==> src/rtl/tz_pkg.sv <==
package tz_pkg;

  typedef enum logic [1:0] {
    TZ_NONE = 2'b00,
    TZ_HIGH = 2'b01,
    TZ_LOW  = 2'b10,
    TZ_HIZ  = 2'b11
  } tz_act_e;

  // Returns {hiz, level} for one pin.
  function automatic logic [1:0] tz_drive(input tz_act_e act, input logic trip,
                                          input logic pwm);
    logic [1:0] r;
    r = {1'b0, pwm};
    if (trip) begin
      unique case (act)
        TZ_HIGH: r = 2'b01;
        TZ_LOW:  r = 2'b00;
        TZ_HIZ:  r = 2'b10;
        default: r = {1'b0, pwm};
      endcase
    end
    return r;
  endfunction

  function automatic tz_act_e tz_pick(input logic sep, input logic down,
                                      input tz_act_e up_act, input tz_act_e dn_act);
    return (sep && down) ? dn_act : up_act;
  endfunction

endpackage

==> src/rtl/tz_src_qual.sv <==
module tz_src_qual #(
  parameter int N_PIN = 3,
  parameter int N_DC  = 2,
  localparam int NSRC = N_PIN + N_DC
) (
  input  logic            clk,
  input  logic            rst_n,
  input  logic [N_PIN-1:0] trip_pin,
  input  logic [N_DC-1:0]  dc_evt,
  input  logic [NSRC-1:0]  src_en,
  input  logic [NSRC-1:0]  src_cbc,
  output logic             ost_hit,
  output logic             cbc_hit
);
  logic [NSRC-1:0] raw;
  logic [NSRC-1:0] ost_vec;
  logic [NSRC-1:0] cbc_vec;

  assign raw = {dc_evt, trip_pin};

  for (genvar i = 0; i < NSRC; i++) begin : g_src
    logic qual;
    assign qual       = raw[i] & src_en[i];
    assign ost_vec[i] = qual & ~src_cbc[i];
    assign cbc_vec[i] = qual & src_cbc[i];
  end

  assign ost_hit = |ost_vec;
  assign cbc_hit = |cbc_vec;


  mask_respected_chk: assert property (@(posedge clk) disable iff (!rst_n)
    ((raw & src_en) == '0) |-> !(ost_hit || cbc_hit));

endmodule

==> src/rtl/tz_latch.sv <==
module tz_latch (
  input  logic clk,
  input  logic rst_n,
  input  logic ost_hit,
  input  logic cbc_hit,
  input  logic ost_clr,
  input  logic zero_hit,
  input  logic prd_hit,
  input  logic cbc_at_prd,
  input  logic int_en,
  input  logic int_clr,
  output logic ost_q,
  output logic cbc_q,
  output logic irq_q,
  output logic clr_pt
);
  assign clr_pt = zero_hit | (cbc_at_prd & prd_hit);

  always_ff @(posedge clk or negedge rst_n) begin
    if (!rst_n) begin
      ost_q <= 1'b0;
      cbc_q <= 1'b0;
      irq_q <= 1'b0;
    end else begin
      if (ost_hit)      ost_q <= 1'b1;
      else if (ost_clr) ost_q <= 1'b0;

      if (cbc_hit)     cbc_q <= 1'b1;
      else if (clr_pt) cbc_q <= 1'b0;

      if (int_en && (ost_hit || cbc_hit)) irq_q <= 1'b1;
      else if (int_clr)                   irq_q <= 1'b0;
    end
  end


  ost_hold_chk: assert property (@(posedge clk) disable iff (!rst_n)
    (ost_q && !ost_clr) |=> ost_q);


  ost_set_wins_chk: assert property (@(posedge clk) disable iff (!rst_n)
    ost_hit |=> ost_q);


  cbc_release_chk: assert property (@(posedge clk) disable iff (!rst_n)
    (cbc_q && clr_pt && !cbc_hit) |=> !cbc_q);


  cbc_hold_chk: assert property (@(posedge clk) disable iff (!rst_n)
    (cbc_q && !clr_pt) |=> cbc_q);


  irq_hold_chk: assert property (@(posedge clk) disable iff (!rst_n)
    (irq_q && !int_clr) |=> irq_q);

endmodule

==> src/rtl/tz_override.sv <==
module tz_override
  import tz_pkg::*;
(
  input  logic       trip,
  input  logic       bypass,
  input  logic       down,
  input  logic       dn_sep,
  input  logic [1:0] act_up,
  input  logic [1:0] act_dn,
  input  logic       pwm,
  output logic       pin,
  output logic       hiz,
  output tz_act_e    act_eff
);
  logic [1:0] drv;

  assign act_eff = tz_pick(dn_sep, down, tz_act_e'(act_up), tz_act_e'(act_dn));
  assign drv     = tz_drive(act_eff, trip & ~bypass, pwm);
  assign hiz     = drv[1];
  assign pin     = drv[0];

endmodule

==> src/rtl/tz_protect.sv <==
module tz_protect
  import tz_pkg::*;
#(
  parameter int N_PIN = 3,
  parameter int N_DC  = 2,
  localparam int NSRC = N_PIN + N_DC
) (
  input  logic             clk,
  input  logic             rst_n,
  input  logic [N_PIN-1:0] trip_pin,
  input  logic [N_DC-1:0]  dc_evt,
  input  logic [NSRC-1:0]  src_en,
  input  logic [NSRC-1:0]  src_cbc,
  input  logic             zero_hit,
  input  logic             prd_hit,
  input  logic             cbc_at_prd,
  input  logic             cnt_down,
  input  logic             dn_sep,
  input  logic [1:0]       act_a_up,
  input  logic [1:0]       act_b_up,
  input  logic [1:0]       act_a_dn,
  input  logic [1:0]       act_b_dn,
  input  logic             bypass,
  input  logic             ost_clr,
  input  logic             int_en,
  input  logic             int_clr,
  input  logic             pwm_a,
  input  logic             pwm_b,
  output logic             out_a,
  output logic             out_b,
  output logic             hiz_a,
  output logic             hiz_b,
  output logic             ost_flag,
  output logic             cbc_flag,
  output logic             irq
);
  localparam int NCH = 2;

  logic ost_hit_w, cbc_hit_w;
  logic ost_q, cbc_q, irq_q, clr_pt_w;
  logic trip_now;

  logic [1:0] up_arr  [NCH];
  logic [1:0] dn_arr  [NCH];
  logic       pwm_arr [NCH];
  logic       pin_arr [NCH];
  logic       hiz_arr [NCH];
  tz_act_e    act_arr [NCH];

  tz_src_qual #(.N_PIN(N_PIN), .N_DC(N_DC)) u_qual (
    .clk(clk), .rst_n(rst_n),
    .trip_pin(trip_pin), .dc_evt(dc_evt),
    .src_en(src_en), .src_cbc(src_cbc),
    .ost_hit(ost_hit_w), .cbc_hit(cbc_hit_w)
  );

  tz_latch u_latch (
    .clk(clk), .rst_n(rst_n),
    .ost_hit(ost_hit_w), .cbc_hit(cbc_hit_w),
    .ost_clr(ost_clr), .zero_hit(zero_hit), .prd_hit(prd_hit),
    .cbc_at_prd(cbc_at_prd), .int_en(int_en), .int_clr(int_clr),
    .ost_q(ost_q), .cbc_q(cbc_q), .irq_q(irq_q), .clr_pt(clr_pt_w)
  );

  assign trip_now = ost_hit_w | cbc_hit_w | ost_q | cbc_q;

  assign up_arr[0]  = act_a_up;
  assign up_arr[1]  = act_b_up;
  assign dn_arr[0]  = act_a_dn;
  assign dn_arr[1]  = act_b_dn;
  assign pwm_arr[0] = pwm_a;
  assign pwm_arr[1] = pwm_b;

  for (genvar c = 0; c < NCH; c++) begin : g_ch
    tz_override u_ovr (
      .trip(trip_now), .bypass(bypass), .down(cnt_down), .dn_sep(dn_sep),
      .act_up(up_arr[c]), .act_dn(dn_arr[c]), .pwm(pwm_arr[c]),
      .pin(pin_arr[c]), .hiz(hiz_arr[c]), .act_eff(act_arr[c])
    );
  end

  assign out_a    = pin_arr[0];
  assign out_b    = pin_arr[1];
  assign hiz_a    = hiz_arr[0];
  assign hiz_b    = hiz_arr[1];
  assign ost_flag = ost_q;
  assign cbc_flag = cbc_q;
  assign irq      = irq_q;


  same_cycle_hiz_chk: assert property (@(posedge clk) disable iff (!rst_n)
    (!bypass && (ost_hit_w || cbc_hit_w) && act_arr[0] == TZ_HIZ) |-> hiz_a);


  same_cycle_high_chk: assert property (@(posedge clk) disable iff (!rst_n)
    (!bypass && (ost_hit_w || cbc_hit_w) && act_arr[1] == TZ_HIGH) |-> (out_b && !hiz_b));


  bypass_pass_chk: assert property (@(posedge clk) disable iff (!rst_n)
    bypass |-> (out_a == pwm_a && out_b == pwm_b && !hiz_a && !hiz_b));


  no_trip_pass_chk: assert property (@(posedge clk) disable iff (!rst_n)
    (!ost_flag && !cbc_flag && !ost_hit_w && !cbc_hit_w) |-> (out_a == pwm_a && !hiz_a));

endmodule

==> config.mk <==
export PLATFORM = sky130hd
export DESIGN_NAME = tz_protect
export DESIGN_NICKNAME = d
export VERILOG_FILES = /design/src/rtl/tz_pkg.sv /design/src/rtl/tz_src_qual.sv /design/src/rtl/tz_latch.sv /design/src/rtl/tz_override.sv /design/src/rtl/tz_protect.sv
export SDC_FILE = /design/constraint.sdc
export NUM_CORES = 1
export LEC_CHECK = 0
export ABC_CLOCK_PERIOD_IN_PS = 1500
export BUFFER_PORTS_ARGS = -buffer_cell sky130_fd_sc_hd__buf_2
export CELL_PAD_IN_SITES_DETAIL_PLACEMENT = 1
export CELL_PAD_IN_SITES_GLOBAL_PLACEMENT = 1
export CORE_AREA = 4 4 52 54
export CTS_CLUSTER_DIAMETER = 60
export DETAILED_ROUTE_END_ITERATION = 12
export DIE_AREA = 0 0 56 58
export PLACE_DENSITY = 0.8
export SETUP_SLACK_MARGIN = 0.05
export SLEW_MARGIN = 30
export SYNTH_ARGS = -nofsm -noshare
export SYNTH_HDL_FRONTEND = slang
export SYNTH_SLANG_ARGS = --single-unit
==> constraint.sdc <==
create_clock -name clk -period 1.5 [get_ports clk]
set_clock_uncertainty 0.15 [all_clocks]
set_input_delay 0.375 -clock clk [delete_from_list [all_inputs] [get_ports clk]]
set_output_delay 0.375 -clock clk [all_outputs]
set_load 0.02 [all_outputs]
# After elaboration in Yosys (flattened, before gate mapping)
# Index checks and enable logic that the tools add are counted.
[word_totals]
word_cells = 56
reg_bits = 3
inputBits = 36
out_inout_bits = 7
[op_classes]
n_reduce_logical = 8
muxes = 12
eq_ne = 6
bitwise = 27
[op_table]
columns = ["operator", "n"]
rows = [
  ["$and 1x1->1", 17],
  ["$pmux 2 s3", 2],
  ["$reduce_or 5->1", 2],
  ["$eq 2x2->1 const B", 4],
  ["$mux 2", 4],
  ["$mux 1", 6],
  ["$not 1->1", 6],
  ["$reduce_bool 2->1", 3],
  ["$eq 2x1->1 const B", 2],
  ["$or 1x1->1", 4],
  ["$logic_and 1x1->1", 2],
  ["$logic_or 1x1->1", 1],
]

# Logic depth before layout (Yosys ltp)
# Gate-level depths: netlist (run 1).
[depth]
depth_word = 8
depth_mapped = 4
ltp_nobuf = 3

# Modules after synthesis
# From an unflattened synthesis (run 1), not the netlist that was laid out.
[hier_totals]
cells_unflattened = 45
area_unflattened_um2 = 350.3
[modules_own_cells]
columns = ["module", "area_per_inst_um2", "n_inst", "cells_each", "seq_area_each_um2"]
rows = [
  ["tz_override", 72.6, 2, 9, 0.0],
  ["tz_latch", 122.6, 1, 11, 75.1],
  ["tz_src_qual", 75.1, 1, 15, 0.0],
  ["tz_protect", 7.5, 1, 1, 0.0],
]

# Worst setup path after synthesis (run 1)
# OpenSTA, ideal clock, no wires.
[synth_timing]
kind = "input to output"
from = "input dc_evt[0]"
to = "output out_a"
arrival_ps = 1391
path_buffers = 0
slack_ps = -416
stages = 3
path_cell_list = "a222oi_1 a31oi_1 mux2i_1"
[synth_between]
elab_chain_cells = 8
word_cells_on_any_way = 10
cone_classes = "mux: 1; bitwise: 7; reduce/logical: 2"
[synth_rtl]
columns = ["element", "line", "text"]
rows = [
  ["start, declared", "tz_protect.sv:11", "input logic [N_DC-1:0] dc_evt,"],
  ["$and 1x1->1 *", "tz_src_qual.sv:23", "assign qual = raw[i] & src_en[i];"],
  ["$and 1x1->1, on equally long branches", "tz_src_qual.sv:24, tz_src_qual.sv:25", ""],
  ["$reduce_or 5->1, on equally long branches", "tz_src_qual.sv:28, tz_src_qual.sv:29", ""],
  ["$or 1x1->1 * (3 in series)", "tz_protect.sv:65", "assign trip_now = ost_hit_w | cbc_hit_w | ost_q | cbc_q;"],
  ["$and 1x1->1 *", "tz_override.sv:18", "assign drv = tz_drive(act_eff, trip & ~bypass, pwm);"],
  ["$mux 2 *", "tz_pkg.sv:15", "if (trip) begin"],
  ["end, declared", "tz_protect.sv:29", "output logic out_a,"],
]
# Every way passes the cells marked *; elsewhere a longest branch is shown, timed or not.

# Worst setup path in the final report (run 1)
[layout_timing]
from = "input src_en[3]"
to = "output out_b"
[layout_between]
elab_chain_cells = 8
word_cells_on_any_way = 10
cone_classes = "mux: 1; bitwise: 7; reduce/logical: 2"
[layout_rtl]
columns = ["element", "line", "text"]
rows = [
  ["start, declared", "tz_protect.sv:12", "input logic [NSRC-1:0] src_en,"],
  ["$and 1x1->1 *", "tz_src_qual.sv:23", ""],
  ["$and 1x1->1, on equally long branches", "tz_src_qual.sv:24, tz_src_qual.sv:25", ""],
  ["$reduce_or 5->1, on equally long branches", "tz_src_qual.sv:28, tz_src_qual.sv:29", ""],
  ["$or 1x1->1 * (3 in series)", "tz_protect.sv:65", ""],
  ["$and 1x1->1 *", "tz_override.sv:18", ""],
  ["$mux 2 *", "tz_pkg.sv:15", ""],
  ["end, declared", "tz_protect.sv:30", "output logic out_b,"],
]
# Marked as above.

==> results of run 1 <==
-- state kept, by name (all words and copies together) (netlist names) --
| signal | cells |
|---|---|
| u_latch.cbc_q | 1 |
| u_latch.irq_q | 1 |
| u_latch.ost_q | 1 |
-- final cells by class --
type / count / area share [%]
repair buffers: 58 / 43.6
inverters: 4 / 1.84
well taps: 28 / 4.29
multi-input cells: 43 / 37.8
flip-flops and latches: 3 / 9.19
clock buffers: 4 / 3.22
-- final timing paths --
check                                           from                        end  slack, ns  depth (start not counted)
min in group asynchronous                      rst_n  u_latch.ost_q$_DFFE_PN0P_       0.31                          2
max                                        src_en[3]                      out_b      -0.46                          6
min                                           int_en  u_latch.irq_q$_DFFE_PN0P_       0.22                          2
min reg2reg                u_latch.irq_q$_DFFE_PN0P_  u_latch.irq_q$_DFFE_PN0P_       0.35                          1
max in group asynchronous                      rst_n  u_latch.cbc_q$_DFFE_PN0P_       0.78                          2
max reg2reg                u_latch.ost_q$_DFFE_PN0P_  u_latch.ost_q$_DFFE_PN0P_       0.30                          4
-- synthesized netlist by cell type (2+ instances only) --
| library cell | n |
|---|---|
| nand4_1 | 2 |
| nand3_1 | 3 |
| a31oi_1 | 3 |
| o22ai_1 | 3 |
| dfrtp_1 | 3 |
| o32ai_1 | 2 |
| and3b_1 | 2 |
| inv_1 | 4 |
| a21boi_0 | 2 |
| nand2_1 | 8 |
| clkbuf_1 | 2 |
| a21oi_1 | 4 |
| mux2i_1 | 2 |
| and3_1 | 4 |
-- metrics by stage --
| stage | std cells | power, mW | area (sq um) | TNS, ns | setup WS (ns) |
|---|---|---|---|---|---|
| after detailed placement | 134 | 0.314 | 726 | -2.51 | -0.661 |
| after floorplan | 52 | 0.188 | 383 | -1.01 | -0.386 |
| final | 140 | 0.484 | 817 | -1.79 | -0.456 |
| after global routing | 140 | 0.518 | 817 | -1.96 | -0.509 |
| after global placement | 134 | 0.307 | 726 | -2.43 | -0.623 |
| after CTS | 140 | 0.488 | 811 | -1.74 | -0.446 |
-- power by group through the flow --
stage	combinational [mW]	sequential, mW	clock, mW
final	0.240	0.0956	0.148
after global routing	0.264	0.0971	0.157
after CTS	0.240	0.0958	0.152
after detailed placement	0.218	0.0969	0
after global placement	0.210	0.0964	0
after floorplan	0.0775	0.111	0
-- cell families (layout without fill, tap and decap cells) --
kind of cell	after synthesis	count (layout)
AOI/OAI and AO/OA	19	19
DFF	3	3
muxes	2	2
buffers and inverters	6	66
and+or+nand+nor	22	22
-- per-layer routing --
layer	vias to the layer above	global-route usage, %	wire length, microns
li1	324	-	-
met1	293	12.5	746
met4	0	5.08	13
met5	-	0	0
met2	36	22.0	927
met3	2	2.23	171
-- critical path: cells and delay by family --
family	cells	cell delay, ns
compound gates	2	0.42
buf+inv	3	0.44
mux	1	0.19
-- timing repair --
action,CTS,global route
hold buffers,1,0
setup endpoints to repair,4,4
gates resized for setup,7,2
endpoints found under the hold margin,3,0
buffers inserted,1,0
pin swaps,1,0
==> impl_metrics.tcl, run 1 <==
set metrics [dict create \
    status "finished, violations left" \
    violations "negative setup slack" \
    powerDensity_nw_per_um2 592 \
    grt_antenna_before_repair 0 \
    synth_edf_count 0 \
    io_buffers 42 \
    clk_latency_ns 0.23 \
    yosys_warnings 0 \
    cp_max_fo 2 \
    avgRoutedWirePerCell_microns 13.3 \
    ff_latch_area_sq_um 75.1 \
    hold_path.class "input pin to flip-flop" \
    drtAntennaViolNets 0 \
    ys_ff_latch 3 \
    final.setup.worst_slack_ns -0.456 \
    ir_worst_vdd_mv 0.277 \
    vias_per_cell 4.68 \
    diodes 0 \
    critical_path_class "input pin to primary output" \
    fp.coreArea_sq_um 2210 \
    synth_nets 88 \
    cts_inserted_buffers 3 \
    yosysTopAreaCell "dfrtp_1" \
    drv_slew 0 \
    fill_cells 298 \
    crit_path_max_incr_delay_ns 0.32 \
    hpwlAfterDp_microns 1560 \
    p_switching_uw 165 \
    ioPinCount 43 \
    switching_share_pct 34.2 \
    cts.root.buffer_cell "clkbuf_4" \
    clk_pin_slew_ns 0.04 \
    seq_power_share_pct 19.8 \
    synth-xor-area-share_pct 0 \
    nets 149 \
    clock_sinks 3 \
    cp.arrival_ns 1.43 \
    layout-drive-gt1-share_pct 58.9 \
    drc 0 \
    muxShareOfSynthArea_pct 5.44 \
    synth_area_sq_um 368 \
    grt.total_usage_pct 11.7 \
    vias 655 \
    required_ns 0.97 \
    clockBufferDepth 2 \
    power_frac_comb_pct 49.7 \
    startpoint_type "input pin" \
    hold_slack_ns 0.221 \
    slowest_stage "a222oi_1" \
    synth_area_leaders "dfrtp_1 (20%), nand2_1 (8.2%), and3_1 (6.8%), a21oi_1 (5.4%), mux2i_1 (5.4%)" \
    p_clk_share_pct 30.5 \
    synth.top_cell.area_share_pct 20.4 \
    grt_pass1_wl_microns 3040 \
    endpoint_kind "primary output" \
    grt_pass1_vias 736 \
    mostFrequentLayoutCells "buf_2 (37), buf_4 (17), nand2_1 (8)" \
    final_common_cell "buf_2" \
    rsz0062_at_grt "true" \
    fin_crit_ns 1.96 \
    syn2layout_area_growth_pct 122 \
    synth-compound-area-share_pct 36.4 \
    p_leak_nw 0.436 \
    finalSetupViolCount 4 \
    drt-pass1-iter-count 4 \
    drt-initial-drc-count 6 \
    die_area_sq_um 3250 \
    slew_headroom_pct 75.6 \
    synth_cell_types 22 \
    ys_async_sr_fraction_pct 100 \
    routed_wirelength_microns 1860 \
    finalHoldViolations 0 \
    timing.fmax_mhz 511 \
    synth_top_family_by_area "compound AO/OA/AOI/OAI gates" \
    crit_top_cell "buf_4" \
    die_height_microns 58 \
    p_int_uw 318 \
    synthAdderAreaFrac_pct 0 \
    max-cap-violations 0 \
    post-route-util_pct 36.9 \
    synthCells 52 \
    synth_flop_cell "dfrtp_1" \
    avgSynthCellArea_sq_um 7.07 \
    worst_pin_slew_ns 0.367 \
    grt_max_degree 12 \
    cp_cell_sequence "buf_6 > a222oi_1 > buf_4 > a31oi_4 > mux2i_2 > buf_4" \
    num_rows 17 \
    grt.overflow.total 0 \
    synth-simple-area-share_pct 31.6 \
    dieWidth_microns 56 \
    post-route-period-util_pct 130 \
    multiInputGateArea_sq_um 309 \
    start_util_pct 16.6 \
    yosysSeqAreaShare_pct 20.4 \
    cts.htree.levels 1 \
    place.gp.congestion 0.882 \
    cts_tree "done" \
]
No activity file was read; power rests on OpenSTA's default activity.
==> run 2: changes to the inputs <==
--- a/config.mk
+++ b/config.mk
@@ -6,7 +6,7 @@
 export NUM_CORES = 1
 export LEC_CHECK = 0
 export ABC_CLOCK_PERIOD_IN_PS = 1500
-export BUFFER_PORTS_ARGS = -buffer_cell sky130_fd_sc_hd__buf_2
+export BUFFER_PORTS_ARGS = -buffer_cell sky130_fd_sc_hd__clkbuf_2
 export CELL_PAD_IN_SITES_DETAIL_PLACEMENT = 1
 export CELL_PAD_IN_SITES_GLOBAL_PLACEMENT = 1
 export CORE_AREA = 4 4 52 54
==> impl_metrics.tcl, run 2 (same netlist as run 1, synthesis figures left out) <==
set metrics [dict create \
    final.setup.worst_slack_ns -0.476 \
    ioPinCount 43 \
    critical_path_class "input pin to primary output" \
    crit_path_max_incr_delay_ns 0.31 \
    drv_slew 0 \
    fill_cells 293 \
    grt.overflow.total 0 \
    io_buffers 42 \
    worstHoldStart "int_en" \
    cp_max_fo 3 \
    grt.total_usage_pct 11.9 \
    status "finished, violations left" \
    cts_tree "done" \
    place.gp.congestion 0.852 \
    mostFrequentLayoutCells "clkbuf_2 (37), buf_4 (22), nand2_1 (8)" \
    clk_pin_slew_ns 0.04 \
    fp.coreArea_sq_um 2210 \
    rr_startpoint "u_latch.ost_q$_DFFE_PN0P_" \
    endpoint_kind "primary output" \
    grt_antenna_before_repair 0 \
    powerDensity_nw_per_um2 571 \
    drtAntennaViolNets 0 \
    dpl_worst_slack_ns -0.721 \
    syn2layout_area_growth_pct 134 \
    cp.arrival_ns 1.45 \
    fin_crit_ns 1.98 \
    cts.htree.levels 1 \
    cts.root.buffer_cell "clkbuf_4" \
    post-route-period-util_pct 132 \
    vias_per_cell 4.67 \
    layout-drive-gt1-share_pct 60.7 \
    die_area_sq_um 3250 \
    hpwlAfterDp_microns 1650 \
    ir_worst_vdd_mv 0.212 \
    clockBufferDepth 2 \
    p_clk_share_pct 28.7 \
    timing.fmax_mhz 506 \
    slew_headroom_pct 73.9 \
    drc 0 \
    start_util_pct 16.6 \
    final_common_cell "clkbuf_2" \
    finalHoldViolations 0 \
    drt-pass1-iter-count 4 \
    finalSetupViolCount 4 \
    clock_sinks 3 \
    grt_pass1_vias 778 \
    routed_wirelength_microns 1920 \
    p_switching_uw 163 \
    clk_latency_ns 0.23 \
    cts_inserted_buffers 3 \
    grt_max_degree 11 \
    required_ns 0.97 \
    num_rows 17 \
    startpoint_type "input pin" \
    die_height_microns 58 \
    p_leak_nw 0.469 \
    switching_share_pct 33.3 \
    grt_pass1_wl_microns 3150 \
    avgRoutedWirePerCell_microns 13.2 \
    violations "negative setup slack" \
    vias 677 \
    cp_cell_sequence "buf_6 > a222oi_1 > buf_4 > a31oi_4 > mux2i_2 > buf_4" \
    power_frac_comb_pct 51.7 \
    top_regs "u_latch.cbc_q: 1 flops, u_latch.irq_q: 1 flops, u_latch.ost_q: 1 flops" \
    worst_pin_slew_ns 0.391 \
    power_uw 491 \
    crit_path_start "dc_evt[0]" \
    nets 154 \
    diodes 0 \
    max-cap-violations 0 \
    crit_top_cell "buf_4" \
    p_int_uw 328 \
    slowest_stage "a222oi_1" \
    rsz0062_at_grt "true" \
    seq_power_share_pct 19.6 \
    drt-initial-drc-count 13 \
    dieWidth_microns 56 \
    hold_path.class "input pin to flip-flop" \
]
==> run 2: critical path: cells and delay by family <==
kind            cells  cell delay [ns]
compound gates      2             0.42
buf+inv             3             0.45
mux                 1             0.20
==> run 2: metal layers <==
layer	global-route usage [%]	up-vias	wire length, microns
met3	1.78	0	166
li1	-	335	-
met5	0	-	0
met4	5.08	0	0
met1	12.3	304	741
met2	23.7	38	1010
==> run 2: power groups by stage <==
stage,Combinational [mW],Clock [mW],Sequential [mW]
global placement,0.220,0,0.0966
detailed placement,0.228,0,0.0971
finish,0.254,0.141,0.0962
floorplan,0.0775,0,0.111
CTS,0.252,0.148,0.0960
global route,0.275,0.152,0.0969
==> run 2: path summary, 6_finish.rpt <==
kind	end	slack, ns	depth (start not counted)
setup / recovery	out_b	-0.48	6
hold / removal	u_latch.irq_q$_DFFE_PN0P_	0.23	2
setup reg to reg	u_latch.ost_q$_DFFE_PN0P_	0.29	4
hold reg to reg	u_latch.irq_q$_DFFE_PN0P_	0.37	1
max in group asynchronous	u_latch.ost_q$_DFFE_PN0P_	0.76	2
min in group asynchronous	u_latch.irq_q$_DFFE_PN0P_	0.33	2
==> run 2: per-stage QoR <==
stage          setup TNS, ns  util [%]  cell area (sq um)  instances  hold slack, ns
2_1_floorplan          -1.01         -                383         52         -0.0706
3_3_place_gp           -2.38      34.2                756        138          0.0256
3_5_place_dp           -2.72      34.2                756        138          0.0256
4_1_cts                -1.84      38.6                853        145           0.224
5_1_grt                -2.09      38.9                860        145           0.238
6_report               -1.82      38.9                860        145           0.234
==> run 2: repair_timing <==
item                       4_1_cts  5_1_grt
gates cloned                     0        0
setup endpoints to repair        4        4
gates resized for setup          9        3
hold buffers                     1        0
pin swaps                        1        2
hold endpoints to repair         3        0
buffers inserted                 2        0
==> run 2: layout make-up <==
type                    count  area (sq um)  share of cell area [%]
inverters                   4          15.0                    1.75
repair buffers             63           399                    46.4
multi-input cells          43           309                    36.0
well taps                  28          35.0                    4.08
flip-flops and latches      3          75.1                    8.73
clock buffers               4          26.3                    3.06
